### config.mk
export PLATFORM = sky130hd
export DESIGN_NAME = mmio_divider
export DESIGN_NICKNAME = d
export VERILOG_FILES = /design/src/rtl/div_pkg.sv /design/src/rtl/div_bit_stage.sv /design/src/rtl/div_sign_prep.sv /design/src/rtl/div_core.sv /design/src/rtl/mmio_divider.sv
export SDC_FILE = /design/constraint.sdc
export NUM_CORES = 1
export LEC_CHECK = 0
export ABC_CLOCK_PERIOD_IN_PS = 17500
export BUFFER_PORTS_ARGS = -buffer_cell sky130_fd_sc_hd__buf_2
export CORE_MARGIN = 3
export CORE_UTILIZATION = 36
export CTS_BUF_LIST = sky130_fd_sc_hd__clkbuf_8
export CTS_CLUSTER_SIZE = 10
export DETAILED_ROUTE_END_ITERATION = 7
export PLACE_DENSITY = 0.63
export SLEW_MARGIN = 10
export SYNTH_ARGS = -nofsm -noshare
export SYNTH_HDL_FRONTEND = slang
export SYNTH_SLANG_ARGS = --single-unit
### constraint.sdc
create_clock -name clk -period 17.5 [get_ports clk]
set_input_delay 0.875 -clock clk [delete_from_list [all_inputs] [get_ports clk]]
set_output_delay 0.875 -clock clk [all_outputs]
set_load 0.005 [all_outputs]
### src/rtl/div_pkg.sv
// Package div_pkg: shared register addresses and status bit positions for
// the memory-mapped divider. Assumes a 3-bit word address bus.
package div_pkg;
    localparam int ADDR_W = 3;

    typedef enum logic [ADDR_W-1:0] {
        REG_UDVD = 3'd0,
        REG_UDVS = 3'd1,
        REG_SDVD = 3'd2,
        REG_SDVS = 3'd3,
        REG_QUO  = 3'd4,
        REG_REM  = 3'd5,
        REG_STAT = 3'd6
    } div_reg_e;

    localparam int STAT_READY_BIT = 0;
    localparam int STAT_DIRTY_BIT = 1;
endpackage

### src/rtl/div_bit_stage.sv
// Module div_bit_stage: one restoring-division step that produces a single
// quotient bit. It shifts the next dividend bit into the partial remainder
// and subtracts the divisor when that fits. Assumes rem_in < den, or
// den == 0, so the partial remainder always fits in W bits.
module div_bit_stage #(
    parameter int W = 32
) (
    input  logic [W-1:0] rem_in,
    input  logic [W-1:0] q_in,
    input  logic [W-1:0] den,
    output logic [W-1:0] rem_out,
    output logic [W-1:0] q_out
);
    logic [W:0] shifted;
    logic [W:0] diff;

    // Shift one dividend bit in, then try to subtract the divisor.
    always_comb begin
        shifted = {rem_in, q_in[W-1]};
        diff    = shifted - {1'b0, den};
        if (shifted >= {1'b0, den}) begin
            rem_out = diff[W-1:0];
            q_out   = {q_in[W-2:0], 1'b1};
        end else begin
            rem_out = shifted[W-1:0];
            q_out   = {q_in[W-2:0], 1'b0};
        end
    end
endmodule

### src/rtl/div_sign_prep.sv
// Module div_sign_prep: turns two operands into unsigned magnitudes and
// works out the signs of quotient and remainder. Assumes two's complement
// operands. In unsigned mode it passes the operands through unchanged.
module div_sign_prep #(
    parameter int W = 32
) (
    input  logic         is_signed,
    input  logic [W-1:0] num,
    input  logic [W-1:0] den,
    output logic [W-1:0] mag_num,
    output logic [W-1:0] mag_den,
    output logic         neg_quo,
    output logic         neg_rem
);
    logic num_neg;
    logic den_neg;

    // Find the operand signs and take absolute values when they are negative.
    always_comb begin
        num_neg = is_signed & num[W-1];
        den_neg = is_signed & den[W-1];
        mag_num = num_neg ? (~num + 1'b1) : num;
        mag_den = den_neg ? (~den + 1'b1) : den;
        neg_quo = num_neg ^ den_neg;
        neg_rem = num_neg;
    end
endmodule

### src/rtl/div_core.sv
// Module div_core: iterative divider that produces RB quotient bits per
// cycle, so a W-bit division takes W/RB cycles. It latches the operand
// magnitudes on start and raises done, with sign-corrected results, on
// its last step. Assumes W is a multiple of RB. start and abort never
// arrive in the same cycle.
module div_core #(
    parameter int W  = 32,
    parameter int RB = 4
) (
    input  logic         clk,
    input  logic         rst_n,
    input  logic         start,
    input  logic         abort,
    input  logic         is_signed,
    input  logic [W-1:0] num,
    input  logic [W-1:0] den,
    output logic         busy,
    output logic         done,
    output logic [W-1:0] quo_out,
    output logic [W-1:0] rem_out
);
    localparam int STEPS = W / RB;
    localparam int CNT_W = (STEPS > 1) ? $clog2(STEPS) : 1;

    logic [W-1:0]     part_rem;
    logic [W-1:0]     part_quo;
    logic [W-1:0]     den_q;
    logic [CNT_W-1:0] step_cnt;
    logic             neg_quo_q;
    logic             neg_rem_q;

    logic [W-1:0] mag_num;
    logic [W-1:0] mag_den;
    logic         neg_quo;
    logic         neg_rem;

    div_sign_prep #(.W(W)) u_prep (
        .is_signed (is_signed),
        .num       (num),
        .den       (den),
        .mag_num   (mag_num),
        .mag_den   (mag_den),
        .neg_quo   (neg_quo),
        .neg_rem   (neg_rem)
    );

    // Chain of RB single-bit stages evaluated within one cycle.
    logic [W-1:0] rem_c [RB+1];
    logic [W-1:0] quo_c [RB+1];

    assign rem_c[0] = part_rem;
    assign quo_c[0] = part_quo;

    for (genvar g = 0; g < RB; g++) begin : g_stage
        div_bit_stage #(.W(W)) u_bit (
            .rem_in  (rem_c[g]),
            .q_in    (quo_c[g]),
            .den     (den_q),
            .rem_out (rem_c[g+1]),
            .q_out   (quo_c[g+1])
        );
    end

    assign done = busy && (step_cnt == CNT_W'(STEPS - 1));

    // Apply the result signs to the outputs of the last step.
    always_comb begin
        quo_out = neg_quo_q ? (~quo_c[RB] + 1'b1) : quo_c[RB];
        rem_out = neg_rem_q ? (~rem_c[RB] + 1'b1) : rem_c[RB];
    end

    // Load operands on start, advance one radix step per cycle while busy.
    always_ff @(posedge clk) begin
        if (!rst_n) begin
            busy      <= 1'b0;
            step_cnt  <= '0;
            part_rem  <= '0;
            part_quo  <= '0;
            den_q     <= '0;
            neg_quo_q <= 1'b0;
            neg_rem_q <= 1'b0;
        end else if (abort) begin
            busy     <= 1'b0;
            step_cnt <= '0;
        end else if (start) begin
            busy      <= 1'b1;
            step_cnt  <= '0;
            part_rem  <= '0;
            part_quo  <= mag_num;
            den_q     <= mag_den;
            neg_quo_q <= neg_quo;
            neg_rem_q <= neg_rem;
        end else if (busy) begin
            part_rem <= rem_c[RB];
            part_quo <= quo_c[RB];
            if (done) begin
                busy     <= 1'b0;
                step_cnt <= '0;
            end else begin
                step_cnt <= step_cnt + 1'b1;
            end
        end
    end

    AST_DONE_ENDS_BUSY: assert property (@(posedge clk) disable iff (!rst_n)
        (done && !start && !abort) |=> !busy);
    AST_START_SETS_BUSY: assert property (@(posedge clk) disable iff (!rst_n)
        (start && !abort) |=> (busy && step_cnt == '0));
    AST_ABORT_STOPS: assert property (@(posedge clk) disable iff (!rst_n)
        abort |=> !busy);
endmodule

### src/rtl/mmio_divider.sv
// Module mmio_divider: register file for the bus-attached 32-bit divider.
// A divisor write launches div_core, and the signedness comes from the
// address used. Results land in the quotient and remainder registers with
// the ready and dirty flags. Result registers can be written to restore a
// saved context. Assumes one single-cycle access per clock and no stalls.
module mmio_divider
    import div_pkg::*;
#(
    parameter int DATA_W     = 32,
    parameter int RADIX_BITS = 4
) (
    input  logic              clk,
    input  logic              rst_n,
    input  logic              bus_sel,
    input  logic              bus_wr,
    input  logic [ADDR_W-1:0] bus_addr,
    input  logic [DATA_W-1:0] bus_wdata,
    output logic [DATA_W-1:0] bus_rdata
);
    localparam int STEPS = DATA_W / RADIX_BITS;
    localparam int LAT_W = $clog2(STEPS + 2) + 1;

    logic [DATA_W-1:0] dvd_q;
    logic [DATA_W-1:0] dvs_q;
    logic [DATA_W-1:0] quo_q;
    logic [DATA_W-1:0] rem_q;
    logic              ready_q;
    logic              dirty_q;

    logic wr_en;
    logic rd_en;
    logic wr_dvd;
    logic wr_dvs;
    logic wr_signed;
    logic wr_quo;
    logic wr_rem;
    logic wr_result;
    logic rd_quo;

    logic              core_busy;
    logic              core_done;
    logic [DATA_W-1:0] core_quo;
    logic [DATA_W-1:0] core_rem;

    // Decode the bus access into per-register strobes.
    always_comb begin
        wr_en     = bus_sel & bus_wr;
        rd_en     = bus_sel & ~bus_wr;
        wr_dvd    = wr_en & ((bus_addr == REG_UDVD) | (bus_addr == REG_SDVD));
        wr_dvs    = wr_en & ((bus_addr == REG_UDVS) | (bus_addr == REG_SDVS));
        wr_signed = (bus_addr == REG_SDVS);
        wr_quo    = wr_en & (bus_addr == REG_QUO);
        wr_rem    = wr_en & (bus_addr == REG_REM);
        wr_result = wr_quo | wr_rem;
        rd_quo    = rd_en & (bus_addr == REG_QUO);
    end

    div_core #(.W(DATA_W), .RB(RADIX_BITS)) u_core (
        .clk       (clk),
        .rst_n     (rst_n),
        .start     (wr_dvs),
        .abort     (wr_result),
        .is_signed (wr_signed),
        .num       (dvd_q),
        .den       (bus_wdata),
        .busy      (core_busy),
        .done      (core_done),
        .quo_out   (core_quo),
        .rem_out   (core_rem)
    );

    // Hold the operand registers; either alias writes the same storage.
    always_ff @(posedge clk) begin
        if (!rst_n) begin
            dvd_q <= '0;
            dvs_q <= '0;
        end else begin
            if (wr_dvd) dvd_q <= bus_wdata;
            if (wr_dvs) dvs_q <= bus_wdata;
        end
    end

    // Load results from the core on completion or from the bus on restore.
    always_ff @(posedge clk) begin
        if (!rst_n) begin
            quo_q <= '0;
            rem_q <= '0;
        end else if (wr_result) begin
            if (wr_quo) quo_q <= bus_wdata;
            if (wr_rem) rem_q <= bus_wdata;
        end else if (core_done && !wr_dvs) begin
            quo_q <= core_quo;
            rem_q <= core_rem;
        end
    end

    // Track ready: cleared by a start, set by completion or a restore.
    always_ff @(posedge clk) begin
        if (!rst_n)                     ready_q <= 1'b0;
        else if (wr_result)             ready_q <= 1'b1;
        else if (wr_dvs)                ready_q <= 1'b0;
        else if (core_done)             ready_q <= 1'b1;
    end

    // Track dirty: set when a result appears, cleared by a quotient read.
    always_ff @(posedge clk) begin
        if (!rst_n)                          dirty_q <= 1'b0;
        else if (wr_result)                  dirty_q <= 1'b1;
        else if (core_done && !wr_dvs)       dirty_q <= 1'b1;
        else if (rd_quo)                     dirty_q <= 1'b0;
    end

    // Drive read data from the addressed register.
    always_comb begin
        bus_rdata = '0;
        case (bus_addr)
            REG_UDVD, REG_SDVD: bus_rdata = dvd_q;
            REG_UDVS, REG_SDVS: bus_rdata = dvs_q;
            REG_QUO:            bus_rdata = quo_q;
            REG_REM:            bus_rdata = rem_q;
            REG_STAT: begin
                bus_rdata[STAT_READY_BIT] = ready_q;
                bus_rdata[STAT_DIRTY_BIT] = dirty_q;
            end
            default:            bus_rdata = '0;
        endcase
    end

    // Checker counter: edges since the last start, saturating past the latency.
    logic [LAT_W-1:0] chk_lat;
    always_ff @(posedge clk) begin
        if (!rst_n || wr_result)                    chk_lat <= '0;
        else if (wr_dvs)                            chk_lat <= LAT_W'(1);
        else if (chk_lat != '0 && chk_lat != LAT_W'(STEPS + 1))
                                                    chk_lat <= chk_lat + 1'b1;
    end

    AST_START_CLEARS_READY: assert property (@(posedge clk) disable iff (!rst_n)
        (wr_dvs && !wr_result) |=> !ready_q);
    AST_DVD_WR_KEEPS_READY: assert property (@(posedge clk) disable iff (!rst_n)
        (wr_dvd && !core_done) |=> (ready_q == $past(ready_q)));
    AST_READY_LATENCY: assert property (@(posedge clk) disable iff (!rst_n)
        (ready_q && !$past(ready_q) && !$past(wr_result)) |-> (chk_lat == LAT_W'(STEPS + 1)));
    AST_OPERAND_HOLD: assert property (@(posedge clk) disable iff (!rst_n)
        (!wr_dvd && !wr_dvs) |=> ($stable(dvd_q) && $stable(dvs_q)));
    AST_RESTORE_READY: assert property (@(posedge clk) disable iff (!rst_n)
        wr_result |=> (ready_q && dirty_q));
    AST_QREAD_CLEARS_DIRTY: assert property (@(posedge clk) disable iff (!rst_n)
        (rd_quo && !core_done) |=> !dirty_q);
    AST_RESTART_BUSY: assert property (@(posedge clk) disable iff (!rst_n)
        (wr_dvs && core_busy) |=> (core_busy && !ready_q));
endmodule

==> results.md, run 1 <==
- Asr flop ratio synth: 0%
- Synth Area per Inst: 7.19 um2
- Worst Hold Endpoint: dvs_q[27]
- CP Max Fanout: 46
- Post-CTS setup buffer count: 0
- Core Box Area: 59,500 um2
- Crit path capture type: register
- First-pass GRT wire length: ~130 mm
- Post-Syn Area: 21,800 um2
- DP HPWL: roughly 64 mm
- CTS hold repair buffers: 0
- Drc violations: 0
- Layout area overhead: 8.30%
- Status: finished clean
- Largest net degree at the start of global routing: 98
- Sequential fraction of the synthesis area: between 20% and 30%
- RR Endpoint: rem_q[30]
- Final GP Congestion: ~1.1
- Hold Path Depth: 2
- IO buf count: 70
- Routed len/inst: around 22 um
- Fin. Hold Viols: 0
- CTS resizes: 0
- Vias in the first global route: about 21,000
- Synth top area cells: dfxtp_1, ha_1, nand2_1, a21oi_1, nor2_1
- FMAX: roughly 0.06 GHz
- Startpoint types: register
- Library cells used by synthesis: approximately 110
- DRT antenna net count: 0
- Max Cap Viol: 0
- Clock Skews: about 44 ps
- First DRT Iteration DRCs: 2,485
- Yosys reg bits: 232
- Hold slack final: 452 ps
- Sink Count: between 200 and 250
- Clk slew on worst S/H paths: roughly 70 ps
- Crit path largest cell delay: approximately 790 ps
- Worst R2R Start: u_core.den_q[1]
- Crit path DAT: 17,060 ps
- Clock Latency Late Sink: approximately 660 ps
- Final worst-path cycle share: 94.9%
- # rows: 89
- Post-synth EDFFs: 0
- Initial cell density of the core: 36.6%
- M1 GR Usage: about a third
- Slew headroom: between 20% and 30%
- Buf/Inv on CP: 5
- Yosys top cell area share: 21.3%
- Crit-path slowest cell: or4b_1
- Register Area: approximately 4600 um2
- R2R cell count: 49
- IO Pins: about 70
- HP Start: dvs_q[27]
- Grt total ovfl: 0
- Drt total wl: about 85 mm
- Delay-heaviest family, CP: compound AO/OA/AOI/OAI gates
- Sum of negative setup slack: 0 ps
- Root buf cell: clkbuf_8
- Most common flop cell mapped by yosys: dfxtp_1
- Met2 usage: about 41%
- Synthesis Warnings: 0
- DRT Pass-1 Iters: 6
- DR vias: about 23,000
- Crit path kind: register to register
- Post-Syn Nets: 3,208
- Count of pins over their slew limit: 0
- CP Depth: around 50
- # nets final: between 3,000 and 4,000
- Crit. Startpoint: u_core.den_q[1]
- CTS Buf Count: between 40 and 50
- Initial antenna violation count: 2
- Met3 usage: a little over 4%
- Clock buffer depth: 3
- Layout cell share with drive strength beyond 1: slightly below 9%
- Vias per cell: just over 6
- CTS tree: built
- # fillers: around 6,300
- # H-tree levels: 2
- Post-synth top area cell: dfxtp_1
- CP required: 17,960 ps
- Total track usage: about a quarter
- Busiest grt layer: met2
- Final setup fails: 0
- Worst Hold Class: register to register
- Die width: ~250 um
- RSZ-0062 raised after global routing: false
- Die Footprint: ~64,000 um2
- Die H: between 200 and 300 um
- Cells after Synth: 3,031
- Final min period: between 15,000 and 20,000 ps
- Multi-input combinational cell area: 16,100 um2
- R2R setup slack: 890 ps
- Worst-margin pin slew: approximately 1100 ps
==> tightest hold or removal path: stages, from the launching register on <==
cell and delay (ps):
dfxtp_1 310, nand2_1 50, a21oi_1 50
==> routing by layer <==
layer	share of wire [%]	up-vias
li1	-	10900
met5	0	-
met4	3.8	0
met3	8.4	191
met1	44	10900
met2	44	1075
==> flip-flops by register name (all words and copies together), names as in the netlist <==
register and flops:
dvd_q 32, dvs_q 32, quo_q 32, rem_q 32, u_core.den_q 32, u_core.part_quo 32, u_core.part_rem 32, u_core.step_cnt 3
dirty_q 1, ready_q 1, u_core.busy 1, u_core.neg_quo_q 1, u_core.neg_rem_q 1
==> cell families after synthesis <==
family | count (synthesis) | synth area share [%]
compound gates | 963 | 29.0
fa+ha+maj | 138 | 8.06
buf+inv | 289 | 5.20
flops | 232 | 21.3
xor+xnor | 194 | 7.80
mux | 116 | 5.57
simple gates | 1099 | 23.0
==> metrics by stage <==
| step | util, % | area, um2 | instances | setup slack [ps] |
|---|---|---|---|---|
| after floorplan | - | 21800 | 3031 | 3460 |
| after global placement | 38.1 | 22700 | 3722 | 1750 |
| after detailed placement | 38.1 | 22700 | 3722 | 1410 |
| after CTS | 39.7 | 23600 | 3799 | 1310 |
| after global routing | 39.7 | 23600 | 3800 | 58.4 |
| final | 39.7 | 23600 | 3800 | 893 |
==> cell type report <==
class	count	share of cell area [%]
multi-input cells	2510	68.1
clock buffers	59	3.44
well taps	773	4.10
inverters	105	1.69
repair buffers	102	2.51
clock inverters	18	0.424
diodes	1	0.0106
flip-flops and latches	232	19.7
==> worst max path at each step <==
| stage | slack [ps] | to |
|---|---|---|
| 5_1_grt | 60 | rem_q[30] |
| 3_5_place_dp | 1410 | rem_q[30] |
| 3_3_place_gp | 1750 | rem_q[30] |
| 6_report | 890 | rem_q[30] |
| 4_1_cts | 1310 | rem_q[30] |
| 2_1_floorplan | 3460 | rem_q[30] |
==> Yosys cell counts (all sizes together) (13+ instances only) <==
cell / number
ha: 134
a21oi: 316
a211o: 13
mux2i: 100
xor2: 96
o21ai: 158
or3: 22
mux2: 16
and2: 15
or2: 22
a21o: 40
and3: 16
nor2b: 25
o41ai: 20
xnor2: 98
nand2b: 26
a31oi: 32
o21a: 37
o22ai: 37
dfxtp: 232
o31ai: 31
a211oi: 86
buf: 32
nor2: 317
nand2: 440
inv: 104
nor4: 17
o211ai: 27
nor3: 62
nand4: 32
clkbuf: 152
a311oi: 39
o21bai: 20
nand3: 63
==> layout by cell type, fill, tap and decap left out, drive strengths merged, types with 26 or more instances in the layout <==
cell type / instances
o21ai: 158
a31oi: 32
xor2: 96
mux2i: 100
o211ai: 27
nor3: 62
o21a: 37
o22ai: 37
o31ai: 31
a21o: 40
nand4: 32
nand2b: 26
nand2: 440
nand3: 63
buf: 102
ha: 134
xnor2: 98
a21oi: 316
a211oi: 86
clkbuf: 59
nor2: 317
dfxtp: 232
a311oi: 39
inv: 116
Power of run 1 is not shown: default switching activity piles up to over one toggle a cycle in this logic, so the estimate is an artifact.
==> run 2, diff against run 1 <==
- CORE_ASPECT_RATIO: default -> 0.7
==> results.md, run 2 (synthesis results as in run 1) <==
- Status: finished clean
- # rows: 74 (-17%)
- CTS hold repair buffers: 0 (unchanged)
- IO buf count: 70 (unchanged)
- Grt total ovfl: 0 (unchanged)
- Clock buffer depth: 3 (unchanged)
- Clk slew on worst S/H paths: 60 ps (about the same)
- CTS resizes: 0 (unchanged)
- DR vias: 23,600 (+2.0%)
- Drc violations: 0 (unchanged)
- DP HPWL: 68.7 mm (+7.2%)
- CTS tree: built
- Total track usage: 26.9% (+1.3 points)
- Buf/Inv on CP: 7 (+2)
- Root buf cell: clkbuf_8
- Final worst-path cycle share: 95.7% (+0.79 points)
- Post-place setup slack: 1570 ps (+164 ps)
- Die width: 300 um (+19%)
- Crit path largest cell delay: 800 ps (about the same)
- Final setup fails: 0 (unchanged)
- Worst-margin pin slew: 1310 ps (+172 ps)
- Commonest non-fill, non-tap cell in the layout: nand2_1
- DRT antenna net count: 0 (unchanged)
- FMAX: 0.0597 GHz (-0.82%)
- Setup ws final: 755 ps (-138 ps)
- RSZ-0062 raised after global routing: false
- Layout area overhead: 8.57%
- Most frequent cells in the layout: nand2_1, a21oi_1, nor2_1, dfxtp_1, o21ai_0
- CP Max Fanout: 32 (-30%)
- R2R setup slack: 750 ps (-140 ps)
- Fin util: 40.0% (+0.37 points)
- Core Box Area: 59,100 um2 (-0.66%)
- DRT Pass-1 Iters: 7 (+1)
- CTS Buf Count: 42 (-4.5%)
- Drt total wl: 89.8 mm (+5.9%)
- Fin. Hold Viols: 0 (unchanged)
- Delay-heaviest family, CP: compound AO/OA/AOI/OAI gates
- Slew headroom: 12.6% (-11 points)
- Sum of negative setup slack: 0 ps (unchanged)
- Crit path DAT: 17,190 ps (+130 ps)
- Post-CTS setup buffer count: 0 (unchanged)
- Die Footprint: 63,600 um2 (about the same)
- IO Pins: 71 (unchanged)
- Count of pins over their slew limit: 0 (unchanged)
- First DRT Iteration DRCs: 3,579 (+44%)
- Clock Latency Late Sink: 630 ps (-30 ps)
- Worst Hold Class: register to register
- Vias in the first global route: 20,300 (-4.5%)
- Max Cap Viol: 0 (unchanged)
- Initial cell density of the core: 36.9% (+0.24 points)
- Final GP Congestion: 1.06 (+0.92%)
- Final min period: 16,750 ps (+138 ps)
- # nets final: 3,179 (+0.22%)
- Vias per cell: 6.15 (+1.1%)
- Crit-path slowest cell: or4b_1
- Initial antenna violation count: 3 (+1)
- Routed len/inst: 23.4 um (+4.9%)
- Layout cell share with drive strength beyond 1: 8.77% (+0.0099 points)
- # H-tree levels: 2 (unchanged)
- Sink Count: 232 (unchanged)
- Clock Skews: 33.8 ps (-9.93 ps)
- First-pass GRT wire length: 132 mm (+3.6%)
- Startpoint types: register
- Crit path capture type: register
- CP required: 17,940 ps (-20 ps)
- # fillers: 6,351 (+0.68%)
- Crit path kind: register to register
- Die H: 212 um (-16%)
- Largest net degree at the start of global routing: 89 (-9.2%)
-- run 2: layout make-up --
cell class                 count  area [um2]  share of cell area, %
multi-input combinational   2510       16100                   68.0
clock inverter                23         140                  0.592
tap                          798         998                   4.22
clock buffer                  53         729                   3.08
antenna                        3        7.51                 0.0317
timing repair buffer         111         658                   2.78
sequential                   232        4640                   19.6
inverter                     105         399                   1.69
-- run 2: path summary, 6_finish.rpt --
path                         start          endpoint  cells past startpoint
setup / recovery  u_core.den_q[29]         rem_q[30]                     51
hold / removal    u_core.den_q[26]  u_core.den_q[26]                      2
setup reg to reg  u_core.den_q[29]         rem_q[30]                     51
hold reg to reg   u_core.den_q[26]  u_core.den_q[26]                      2
-- run 2: routing by layer --
layer  track usage [%]  vias up  part of all wire (%)
li1                  -    10900                     -
met1              44.1    11200                    49
met2              34.1     1329                    36
met3              6.72      113                    13
met4              5.16        4                   1.9
met5                 0        -                  0.13
-- run 2: stage by stage --
stage                     hold slack [ps]  instance area, um2  instances
after floorplan                       432               21800       3031
after detailed placement              443               22800       3755
final                                 454               23700       3835
after global routing                  465               23700       3834
after global placement                441               22800       3755
after CTS                             452               23600       3831
-- run 2: tightest hold or removal path: stages, from the launching register on --
cell and delay [ps]:
dfxtp_1 300, nand2_1 50, a21oi_1 50
Power of run 2 is left out for the same reason.
